**config.mk**
```make
export PLATFORM = sky130hd
export DESIGN_NAME = pic_prio_ctrl
export DESIGN_NICKNAME = d
export VERILOG_FILES = /design/src/rtl/pic_prio_pkg.sv /design/src/rtl/pic_ext_router.sv /design/src/rtl/pic_line_bank.sv /design/src/rtl/pic_level_resolver.sv /design/src/rtl/pic_prio_ctrl.sv
export SDC_FILE = /design/constraint.sdc
export NUM_CORES = 1
export LEC_CHECK = 0
export BUFFER_PORTS_ARGS = -buffer_cell sky130_fd_sc_hd__clkbuf_2
export CAP_MARGIN = 20
export CORE_UTILIZATION = 54
export DETAILED_ROUTE_END_ITERATION = 10
export PLACE_DENSITY = 0.81
export SYNTH_ARGS = -nofsm -noshare
export SYNTH_HDL_FRONTEND = slang
export SYNTH_HIERARCHICAL = 1
export SYNTH_SLANG_ARGS = --single-unit
```
**constraint.sdc**
```tcl
create_clock -name clk -period 1.9 [get_ports clk]
set_input_delay 0.095 -clock clk [delete_from_list [all_inputs] [get_ports clk]]
set_output_delay 0.095 -clock clk [all_outputs]
set_load 0.01 [all_outputs]
```
**src/rtl/pic_prio_pkg.sv**
```systemverilog
package pic_prio_pkg;

   typedef enum logic [1:0] {
      REG_ENABLE = 2'd0,
      REG_SET    = 2'd1,
      REG_CLEAR  = 2'd2,
      REG_RAW    = 2'd3
   } reg_sel_e;

   // priority level a line belongs to (1 .. nlev)
   function automatic int line_level(input int line, input int nlev);
      return (line % nlev) + 1;
   endfunction

endpackage

```
**src/rtl/pic_ext_router.sv**
```systemverilog
module pic_ext_router #(
   parameter int NUM_EXT   = 8,
   parameter int NUM_LINES = 24,
   parameter int MAP_W     = 6,
   parameter logic [NUM_EXT*MAP_W-1:0] EXT_MAP = '0
) (
   input  logic                 clk,
   input  logic                 rst_n,
   input  logic [NUM_EXT-1:0]   ext_irq,
   output logic [NUM_LINES-1:0] line_rise,
   output logic [NUM_LINES-1:0] line_fall
);

   logic [NUM_EXT-1:0] prev_q;
   logic [NUM_EXT-1:0] ext_rise;
   logic [NUM_EXT-1:0] ext_fall;

   always_ff @(posedge clk or negedge rst_n) begin
      if (!rst_n) prev_q <= '0;
      else        prev_q <= ext_irq;
   end

   assign ext_rise = ext_irq & ~prev_q;
   assign ext_fall = ~ext_irq & prev_q;

   // entries at or beyond NUM_LINES never match a line
   for (genvar l = 0; l < NUM_LINES; l++) begin : g_line
      logic [NUM_EXT-1:0] hit;
      for (genvar e = 0; e < NUM_EXT; e++) begin : g_ext
         assign hit[e] = (EXT_MAP[e*MAP_W +: MAP_W] == MAP_W'(l));
      end
      assign line_rise[l] = |(hit & ext_rise);
      assign line_fall[l] = |(hit & ext_fall);
   end

endmodule

```
**src/rtl/pic_line_bank.sv**
```systemverilog
module pic_line_bank #(
   parameter int NUM_LINES = 24,
   parameter logic [NUM_LINES-1:0] EDGE_MASK = '0
) (
   input  logic                 clk,
   input  logic                 rst_n,
   input  logic [NUM_LINES-1:0] line_rise,
   input  logic [NUM_LINES-1:0] line_fall,
   input  logic [NUM_LINES-1:0] sw_set,
   input  logic [NUM_LINES-1:0] sw_clr,
   output logic [NUM_LINES-1:0] set_q
);

   logic [NUM_LINES-1:0] set_d;

   always_comb begin
      set_d = set_q | line_rise | sw_set;
      set_d = set_d & ~(line_fall & ~EDGE_MASK);
      set_d = set_d & ~sw_clr;
   end

   always_ff @(posedge clk or negedge rst_n) begin
      if (!rst_n) set_q <= '0;
      else        set_q <= set_d;
   end

   AST_LEVEL_FALL_CLEARS: assert property (@(posedge clk) disable iff (!rst_n)
      (set_q & $past(line_fall & ~EDGE_MASK)) == '0);
   AST_EDGE_STICKY: assert property (@(posedge clk) disable iff (!rst_n)
      (($past(set_q) & EDGE_MASK & ~$past(sw_clr)) & ~set_q) == '0);
   AST_CLEAR_WINS: assert property (@(posedge clk) disable iff (!rst_n)
      (set_q & $past(sw_clr)) == '0);

endmodule

```
**src/rtl/pic_level_resolver.sv**
```systemverilog
module pic_level_resolver #(
   parameter int NUM_LINES  = 24,
   parameter int NUM_LEVELS = 6,
   parameter int LVL_W      = 3
) (
   input  logic                 clk,
   input  logic                 rst_n,
   input  logic [NUM_LINES-1:0] pending,
   input  logic [LVL_W-1:0]     cur_level,
   output logic [LVL_W-1:0]     pend_level,
   output logic                 irq_req
);

   function automatic logic [NUM_LINES-1:0] level_mask(input int v);
      logic [NUM_LINES-1:0] m;
      for (int l = 0; l < NUM_LINES; l++)
         m[l] = (pic_prio_pkg::line_level(l, NUM_LEVELS) == v);
      return m;
   endfunction

   logic [NUM_LEVELS:1] lvl_hit;
   logic [LVL_W-1:0]    best;

   for (genvar v = 1; v <= NUM_LEVELS; v++) begin : g_lvl
      localparam logic [NUM_LINES-1:0] MASK = level_mask(v);
      assign lvl_hit[v] = |(pending & MASK);
   end

   // ascending scan: the last qualifying level is the highest one
   always_comb begin
      best = '0;
      for (int v = 1; v <= NUM_LEVELS; v++)
         if (lvl_hit[v] && (v > int'(cur_level))) best = LVL_W'(v);
   end

   always_ff @(posedge clk or negedge rst_n) begin
      if (!rst_n) begin
         pend_level <= '0;
         irq_req    <= 1'b0;
      end else begin
         pend_level <= best;
         irq_req    <= (best != '0);
      end
   end

   AST_IDLE_ZERO: assert property (@(posedge clk) disable iff (!rst_n)
      !irq_req |-> (pend_level == '0));
   AST_LEVEL_IN_RANGE: assert property (@(posedge clk) disable iff (!rst_n)
      int'(pend_level) <= NUM_LEVELS);

endmodule

```
**src/rtl/pic_prio_ctrl.sv**
```systemverilog
module pic_prio_ctrl #(
   parameter int NUM_LINES  = 24,
   parameter int NUM_LEVELS = 6,
   parameter int NUM_EXT    = 8,
   parameter int DATA_W     = 32,
   parameter int MAP_W      = 6,
   parameter logic [NUM_LINES-1:0] EDGE_MASK = 24'h0F0F0F,
   parameter logic [NUM_EXT*MAP_W-1:0] EXT_MAP =
      {6'd12, 6'd22, 6'd30, 6'd17, 6'd23, 6'd0, 6'd9, 6'd4},
   localparam int LVL_W = $clog2(NUM_LEVELS + 1)
) (
   input  logic               clk,
   input  logic               rst_n,
   input  logic [NUM_EXT-1:0] ext_irq,
   input  logic [LVL_W-1:0]   cur_level,
   input  logic               reg_wr,
   input  logic [1:0]         reg_addr,
   input  logic [DATA_W-1:0]  reg_wdata,
   output logic [DATA_W-1:0]  reg_rdata,
   output logic [LVL_W-1:0]   pend_level,
   output logic               irq_req
);
   import pic_prio_pkg::*;

   if (NUM_LINES < 1 || NUM_LINES > 32) begin : g_bad_lines
      $error("NUM_LINES must lie in 1..32");
   end
   if (DATA_W < NUM_LINES) begin : g_bad_data
      $error("DATA_W must cover NUM_LINES");
   end
   if ((1 << MAP_W) <= NUM_LINES) begin : g_bad_map
      $error("MAP_W too narrow for NUM_LINES");
   end
   if (NUM_LEVELS < 1) begin : g_bad_levels
      $error("NUM_LEVELS must be at least 1");
   end

   logic [NUM_LINES-1:0] line_rise, line_fall;
   logic [NUM_LINES-1:0] sw_set, sw_clr;
   logic [NUM_LINES-1:0] set_q, en_q;
   reg_sel_e             sel;

   assign sel    = reg_sel_e'(reg_addr);
   assign sw_set = (reg_wr && sel == REG_SET)   ? reg_wdata[NUM_LINES-1:0] : '0;
   assign sw_clr = (reg_wr && sel == REG_CLEAR) ? reg_wdata[NUM_LINES-1:0] : '0;

   always_ff @(posedge clk or negedge rst_n) begin
      if (!rst_n)                         en_q <= '0;
      else if (reg_wr && sel == REG_ENABLE) en_q <= reg_wdata[NUM_LINES-1:0];
   end

   always_comb begin
      case (sel)
         REG_ENABLE: reg_rdata = DATA_W'(en_q);
         REG_RAW:    reg_rdata = DATA_W'(set_q);
         default:    reg_rdata = '0;
      endcase
   end

   pic_ext_router #(
      .NUM_EXT(NUM_EXT), .NUM_LINES(NUM_LINES), .MAP_W(MAP_W), .EXT_MAP(EXT_MAP)
   ) u_router (
      .clk(clk), .rst_n(rst_n), .ext_irq(ext_irq),
      .line_rise(line_rise), .line_fall(line_fall)
   );

   pic_line_bank #(
      .NUM_LINES(NUM_LINES), .EDGE_MASK(EDGE_MASK)
   ) u_bank (
      .clk(clk), .rst_n(rst_n), .line_rise(line_rise), .line_fall(line_fall),
      .sw_set(sw_set), .sw_clr(sw_clr), .set_q(set_q)
   );

   pic_level_resolver #(
      .NUM_LINES(NUM_LINES), .NUM_LEVELS(NUM_LEVELS), .LVL_W(LVL_W)
   ) u_resolve (
      .clk(clk), .rst_n(rst_n), .pending(set_q & en_q), .cur_level(cur_level),
      .pend_level(pend_level), .irq_req(irq_req)
   );

   AST_REQ_ABOVE_CUR: assert property (@(posedge clk) disable iff (!rst_n)
      irq_req |-> (pend_level > $past(cur_level)));
   AST_REQ_NEEDS_PENDING: assert property (@(posedge clk) disable iff (!rst_n)
      irq_req |-> ($past(set_q & en_q) != '0));

endmodule

```
==> out/metrics.cfg, run 1 <==
[timing]
tightest_slew_ns=0.880
final_hold_viol_count=0
fmax_mhz=642
setup_tns_ns=0
slew_violations=0
setup_viol=0
fin_skew_ns=0.00559
slew_headroom_pct=41.4
period_share_pct=82.0
post-route-min-period_ns=1.56
rsz0062_at_grt=no

[cells_and_area]
finalNetCount=469
diodes=0
areaGrowthSynthToFinish_pct=13.7
n_fill_cell=505
drive_gt1_share_pct=30.9

[power]
ir_drop_mv=0.424
combPwrFrac_pct=23.1
p_int_uw=2290
power_density_nw_per_um2=817
p_sw_share_pct=29.4
seqPwrFrac_pct=47.4
power.leakage_uw=0.00207
fin_total_pwr_uw=3250
p_switching_uw=956
clkPwrFrac_pct=29.5

[setup_path]
reg2reg_setup_slack_ns=0.42
arrival_ns=1.46
cp_common_cell=clkbuf_2
required_ns=1.80
startpoint=reg_addr[0]
crit_path_end=reg_rdata[13]
reg2regPathDepth=5
rr_startpoint=en_q[6]
slowest_stage=ha_1
criticalPathCategory=input port to output pin
critPathBufInv=3
max_stage_delay_ns=0.87
endpoint_kind=output pin
path_max_fanout=24
cp_top_family=adder cells
cp.depth=5
rr_endpoint=u_resolve/pend_level[0]
path_cells=clkbuf_2, inv_1, ha_1, nor2_1, clkbuf_2
critPathLaunchType=input port

[place]
hpwlAfterDp_um=5330
io_buffers=66
place_congestion=0.896

[global_routing]
grt_usage_pct=25.4
grt-ovfl-total=0
antenna_found_initial=0
grt_pass1_vias=2673
grt_max_degree=49
grt_pass1_wl_um=12400

[clock_network]
cts_tree=built
cts_buffers=9
cts.htree.levels=3
post_cts_buffers=0
path_clk_slew_ns=0.06
ctsResizeCount=0
cts_root_buffer=clkbuf_8
ctsLongestPathBuffers=2
ctsHoldBuffers=8
clkLatencyLatePin_ns=0.33
cts_sinks=59

[floorplanning]
start_util_pct=57.3
coreArea_sq_um=6100
die_width_um=82.4
core.rowCount=28
die_h_um=82.4
ios=84
design.die.area_sq_um=6800

[route]
vias_per_cell=5.43
wirelength_um=7900
drc=0
drt_iter0_drc=106
routedWlPerCell_um=15.9
firstDrtPassIters=4
drtAntennaViolNets=0
route.vias.total=2695

[synthesis]
syn-mean-instance-area_sq_um=10.2
netlist_area_sq_um=3490
yosysWarnings=6
postSynthCellCount=344

[job]
drv_cap=0

[run_status]
outcome=complete, no violations

[hold_path]
min-delay-path-class=input port to register

==> worst min path at each step <==
stage                        from                 end  slack (ns)  cells past startpoint
global route         reg_wdata[9]             en_q[9]        0.02                      2
finish               reg_wdata[0]             en_q[0]        0.02                      2
floorplan                   rst_n             en_q[0]       -0.20                      0
CTS                 reg_wdata[16]            en_q[16]        0.01                      2
global placement            rst_n  u_router/prev_q[1]        0.16                      1
detailed placement          rst_n             en_q[9]        0.17                      1
==> final cells by class <==
class | instances | area (sq um) | area share (%)
Multi-Input combinational cell | 261 | 1760 | 44.3
Tap cell | 75 | 93.8 | 2.36
Sequential cell | 59 | 1480 | 37.1
Clock inverter | 3 | 15.0 | 0.378
Inverter | 4 | 15.0 | 0.378
Timing Repair Buffer | 82 | 470 | 11.8
Clock buffer | 12 | 145 | 3.65
==> cells in the final DEF (no fill, tap or decap), types with 2 or more instances in the layout <==
cell type      count
a22oi_1           24
buf_4              8
a21oi_1            2
clkbuf_2          66
and3_1            48
ha_1               4
nor4_2             2
nand2_1            3
o21ai_1            4
and2_1            24
dlygate4sd3_1      8
inv_1              3
and2b_2           11
mux2_4            20
nor2_1            37
conb_1            33
o41ai_4            2
clkinv_2           3
clkbuf_1           2
dfrtp_1           59
mux2_2             4
clkbuf_8          10
nor3_1            36
==> layer usage <==
metal,global-route usage (%),vias up,part of all wire (%),routed length (um)
met1,32.9,1316,44,3480
met2,41.9,88,50,3960
met4,10.7,0,0.85,67
met3,4.29,6,5.0,394
li1,-,1285,-,-
met5,0,-,0,0
==> power by group through the flow <==
stage          Combinational [uW]  Clock [uW]  Sequential [uW]
2_1_floorplan                 556           0             1530
3_3_place_gp                  713           0             1540
3_5_place_dp                  734           0             1560
4_1_cts                       750         971             1540
5_1_grt                       823        1030             1560
6_report                      750         958             1540
==> per-stage QoR <==
stage               worst slack (ns)  utilization, %  std cells  hold WS, ns  instance area, sq um
floorplan                      0.568               -        375       -0.201                  3610
global placement               0.414            61.3        473        0.161                  3730
detailed placement             0.350            61.3        473        0.169                  3730
CTS                            0.353            65.2        496       0.0101                  3980
global route                   0.201            65.2        496       0.0190                  3980
finish                         0.343            65.2        496       0.0218                  3980
==> flip-flops by register name, summed over array words and instances, names as in the netlist <==
name and cells:
en_q 24, u_bank/set_q 24, u_router/prev_q 7, u_resolve/pend_level 3, u_resolve/irq_req 1
==> worst reg2reg max path, stage by stage (launching register included) <==
cell	delay, ns
dfrtp_1	0.39
and2_1	0.18
nor4_1	0.43
nor4b_2	0.09
o21ai_1	0.17
o22ai_1	0.10
Power figures use the tool's default switching activity.
==> run 2: changes to the inputs <==
ABC_AREA = 1   (was default)
CORE_UTILIZATION = 50   (was 54)
PLACE_DENSITY = 0.79   (was 0.81)
clock period = 1.3 ns   (was 1.9 ns; I/O delays follow)
==> run 2 against run 1 <==
  * Cell count grew 45%
  * Non-clock buffer count grew 12
  * Worst setup slack lost 0.26 ns
  * Utilization fell by 1.8 points
  * First-iteration DRC count rose by 87%
  * Largest cell class unchanged
  * Synthesized cell count grew 55%
  * Cell area grew 11%
  * Power grew 43%
  * Area after synthesis rose by 5.0%
  * Combinational power up 48%
  * Critical path depth decreased by 2
  * Global-route usage down 2.8 points
  * Critical endpoint is now reg_rdata[20]
==> out/metrics.cfg, run 2 <==
[floorplanning]
die_h_um=87.7  ; +6.3%
start_util_pct=52.8  ; -4.5 points
core.rowCount=30  ; +7.1%
coreArea_sq_um=6940  ; +14%
ios=84  ; unchanged
design.die.area_sq_um=7690  ; +13%
die_width_um=87.7  ; +6.3%

[setup_path]
path_cells=nand2_1, a21oi_1, clkbuf_2
required_ns=1.24  ; -0.56 ns
path_max_fanout=3  ; -88%
reg2regPathDepth=8  ; +3
slowest_stage=dfrtp_1
critPathLaunchType=register
arrival_ns=1.15  ; -0.31 ns
criticalPathCategory=register to output pin
endpoint_kind=output pin
max_stage_delay_ns=0.38  ; -0.49 ns

[clock_network]
path_clk_slew_ns=0.06  ; about the same
cts_buffers=9  ; unchanged
cts_tree=built
ctsLongestPathBuffers=2  ; unchanged
cts_sinks=59  ; unchanged
clkLatencyLatePin_ns=0.33  ; about the same
cts_root_buffer=clkbuf_8
cts.htree.levels=3  ; unchanged
post_cts_buffers=0  ; unchanged

[global_routing]
grt_max_degree=60  ; +22%
grt_pass1_vias=3119  ; +17%
grt_usage_pct=22.6  ; -2.8 points
grt-ovfl-total=0  ; unchanged
antenna_found_initial=0  ; unchanged
grt_pass1_wl_um=13300  ; +6.6%

[route]
routedWlPerCell_um=11.2  ; -30%
firstDrtPassIters=4  ; unchanged
drtAntennaViolNets=0  ; unchanged
wirelength_um=8080  ; +2.2%
route.vias.total=3238  ; +20%
drc=0  ; unchanged
drt_iter0_drc=198  ; +87%
vias_per_cell=4.50  ; -17%

[timing]
rsz0062_at_grt=yes
slew_violations=0  ; unchanged
post-route-min-period_ns=1.21
fin_ws_ns=0.0856  ; -0.257 ns
setup_viol=0  ; unchanged
period_share_pct=93.4
fmax_mhz=823
fin_skew_ns=0.00803  ; +0.00244 ns
final_hold_viol_count=0  ; unchanged

[place]
io_buffers=66  ; unchanged
pre_cts_ws_ns=0.0634  ; -0.286 ns
hpwlAfterDp_um=5370  ; +0.69%
place_congestion=0.784  ; -12%
dp.cells=684  ; +45%

[cells_and_area]
final_cell_mix=nand2_1, inv_1, nor2_1
diodes=0  ; unchanged
areaGrowthSynthToFinish_pct=19.9
instances_no_fill=719  ; +45%
finalNetCount=672  ; +43%
top_regs=en_q: 24 flops, u_bank/set_q: 24 flops, u_router/prev_q: 7 flops
layout_commonest_cell=nand2_1
drive_gt1_share_pct=19.6  ; -11 points

[power]
fin_total_pwr_uw=4660  ; +43%
power.leakage_uw=0.00241  ; +16%
ir_drop_mv=0.565  ; +33%
power_density_nw_per_um2=1060  ; +30%
p_int_uw=3170  ; +38%
combPwrFrac_pct=23.8  ; +0.7 points
seqPwrFrac_pct=47.6  ; +0.2 points
p_switching_uw=1490  ; +56%
clkPwrFrac_pct=28.6  ; -0.9 points
p_sw_share_pct=32.0  ; +2.5 points

[synthesis]
netlist_area_sq_um=3670  ; +5.0%
postSynthCellCount=533  ; +55%
syn-mean-instance-area_sq_um=6.89  ; -32%
yosysWarnings=6  ; unchanged

[run_status]
outcome=complete, no violations

[job]
drv_cap=0  ; unchanged

[hold_path]
min-delay-path-class=input port to register
hold_depth=3  ; +1

-- run 2: per-stage QoR --
| step | TNS, ns | util, % | hold WS (ns) | area (sq um) |
|---|---|---|---|---|
| 2_1_floorplan | 0 | - | -0.231 | 3790 |
| 3_3_place_gp | 0 | 57.9 | 0.0989 | 4020 |
| 3_5_place_dp | 0 | 57.9 | 0.103 | 4020 |
| 4_1_cts | 0 | 63.1 | 0.00211 | 4380 |
| 5_1_grt | -0.0233 | 63.4 | 0.0191 | 4400 |
| 6_report | 0 | 63.4 | 0.0126 | 4400 |
-- run 2: final cells by class --
cell class                 count  area [sq um]
inverter                     116           435
tap                           96           120
clock buffer                  10           128
multi-input combinational    340          1540
timing repair buffer          94           681
fill                         632          2540
clock inverter                 4          20.0
sequential                    59          1480
-- run 2: critical path, delay by kind of cell (launching register included) --
family,cells,cell delay [ns]
DFF,1,0.38
AOI/OAI and AO/OA,1,0.20
buffers and inverters,1,0.16
and+or+nand+nor,1,0.07
-- run 2: routing by layer --
metal | routed length (um) | GRT usage [%] | share of wire (%)
met5 | 0 | 0 | 0
met4 | 250 | 11.5 | 3.1
met3 | 287 | 3.11 | 3.6
met2 | 3970 | 40.3 | 49
met1 | 3570 | 26.6 | 44
-- run 2: timing repair --
item	CTS	global route
hold buffers	21	0
endpoints found under the setup margin	0	4
endpoints found under the hold margin	79	0
gates resized for setup	0	7
-- run 2: power by group through the flow --
stage / Clock [uW] / Combinational (uW) / Sequential, uW
after floorplan: 0 / 746 / 2220
after global placement: 0 / 1010 / 2230
after detailed placement: 0 / 1030 / 2240
after CTS: 1370 / 1090 / 2210
after global routing: 1440 / 1250 / 2240
final: 1330 / 1110 / 2220
-- run 2: final timing paths --
check / to / from / slack (ns)
max in group asynchronous: en_q[14] / rst_n / 0.76
max: reg_rdata[20] / en_q[20] / 0.09
max reg2reg: u_resolve/irq_req / en_q[17] / 0.09
min reg2reg: u_bank/set_q[17] / u_router/prev_q[4] / 0.49
min: en_q[0] / reg_wdata[0] / 0.01
min in group asynchronous: u_router/prev_q[2] / rst_n / 0.28
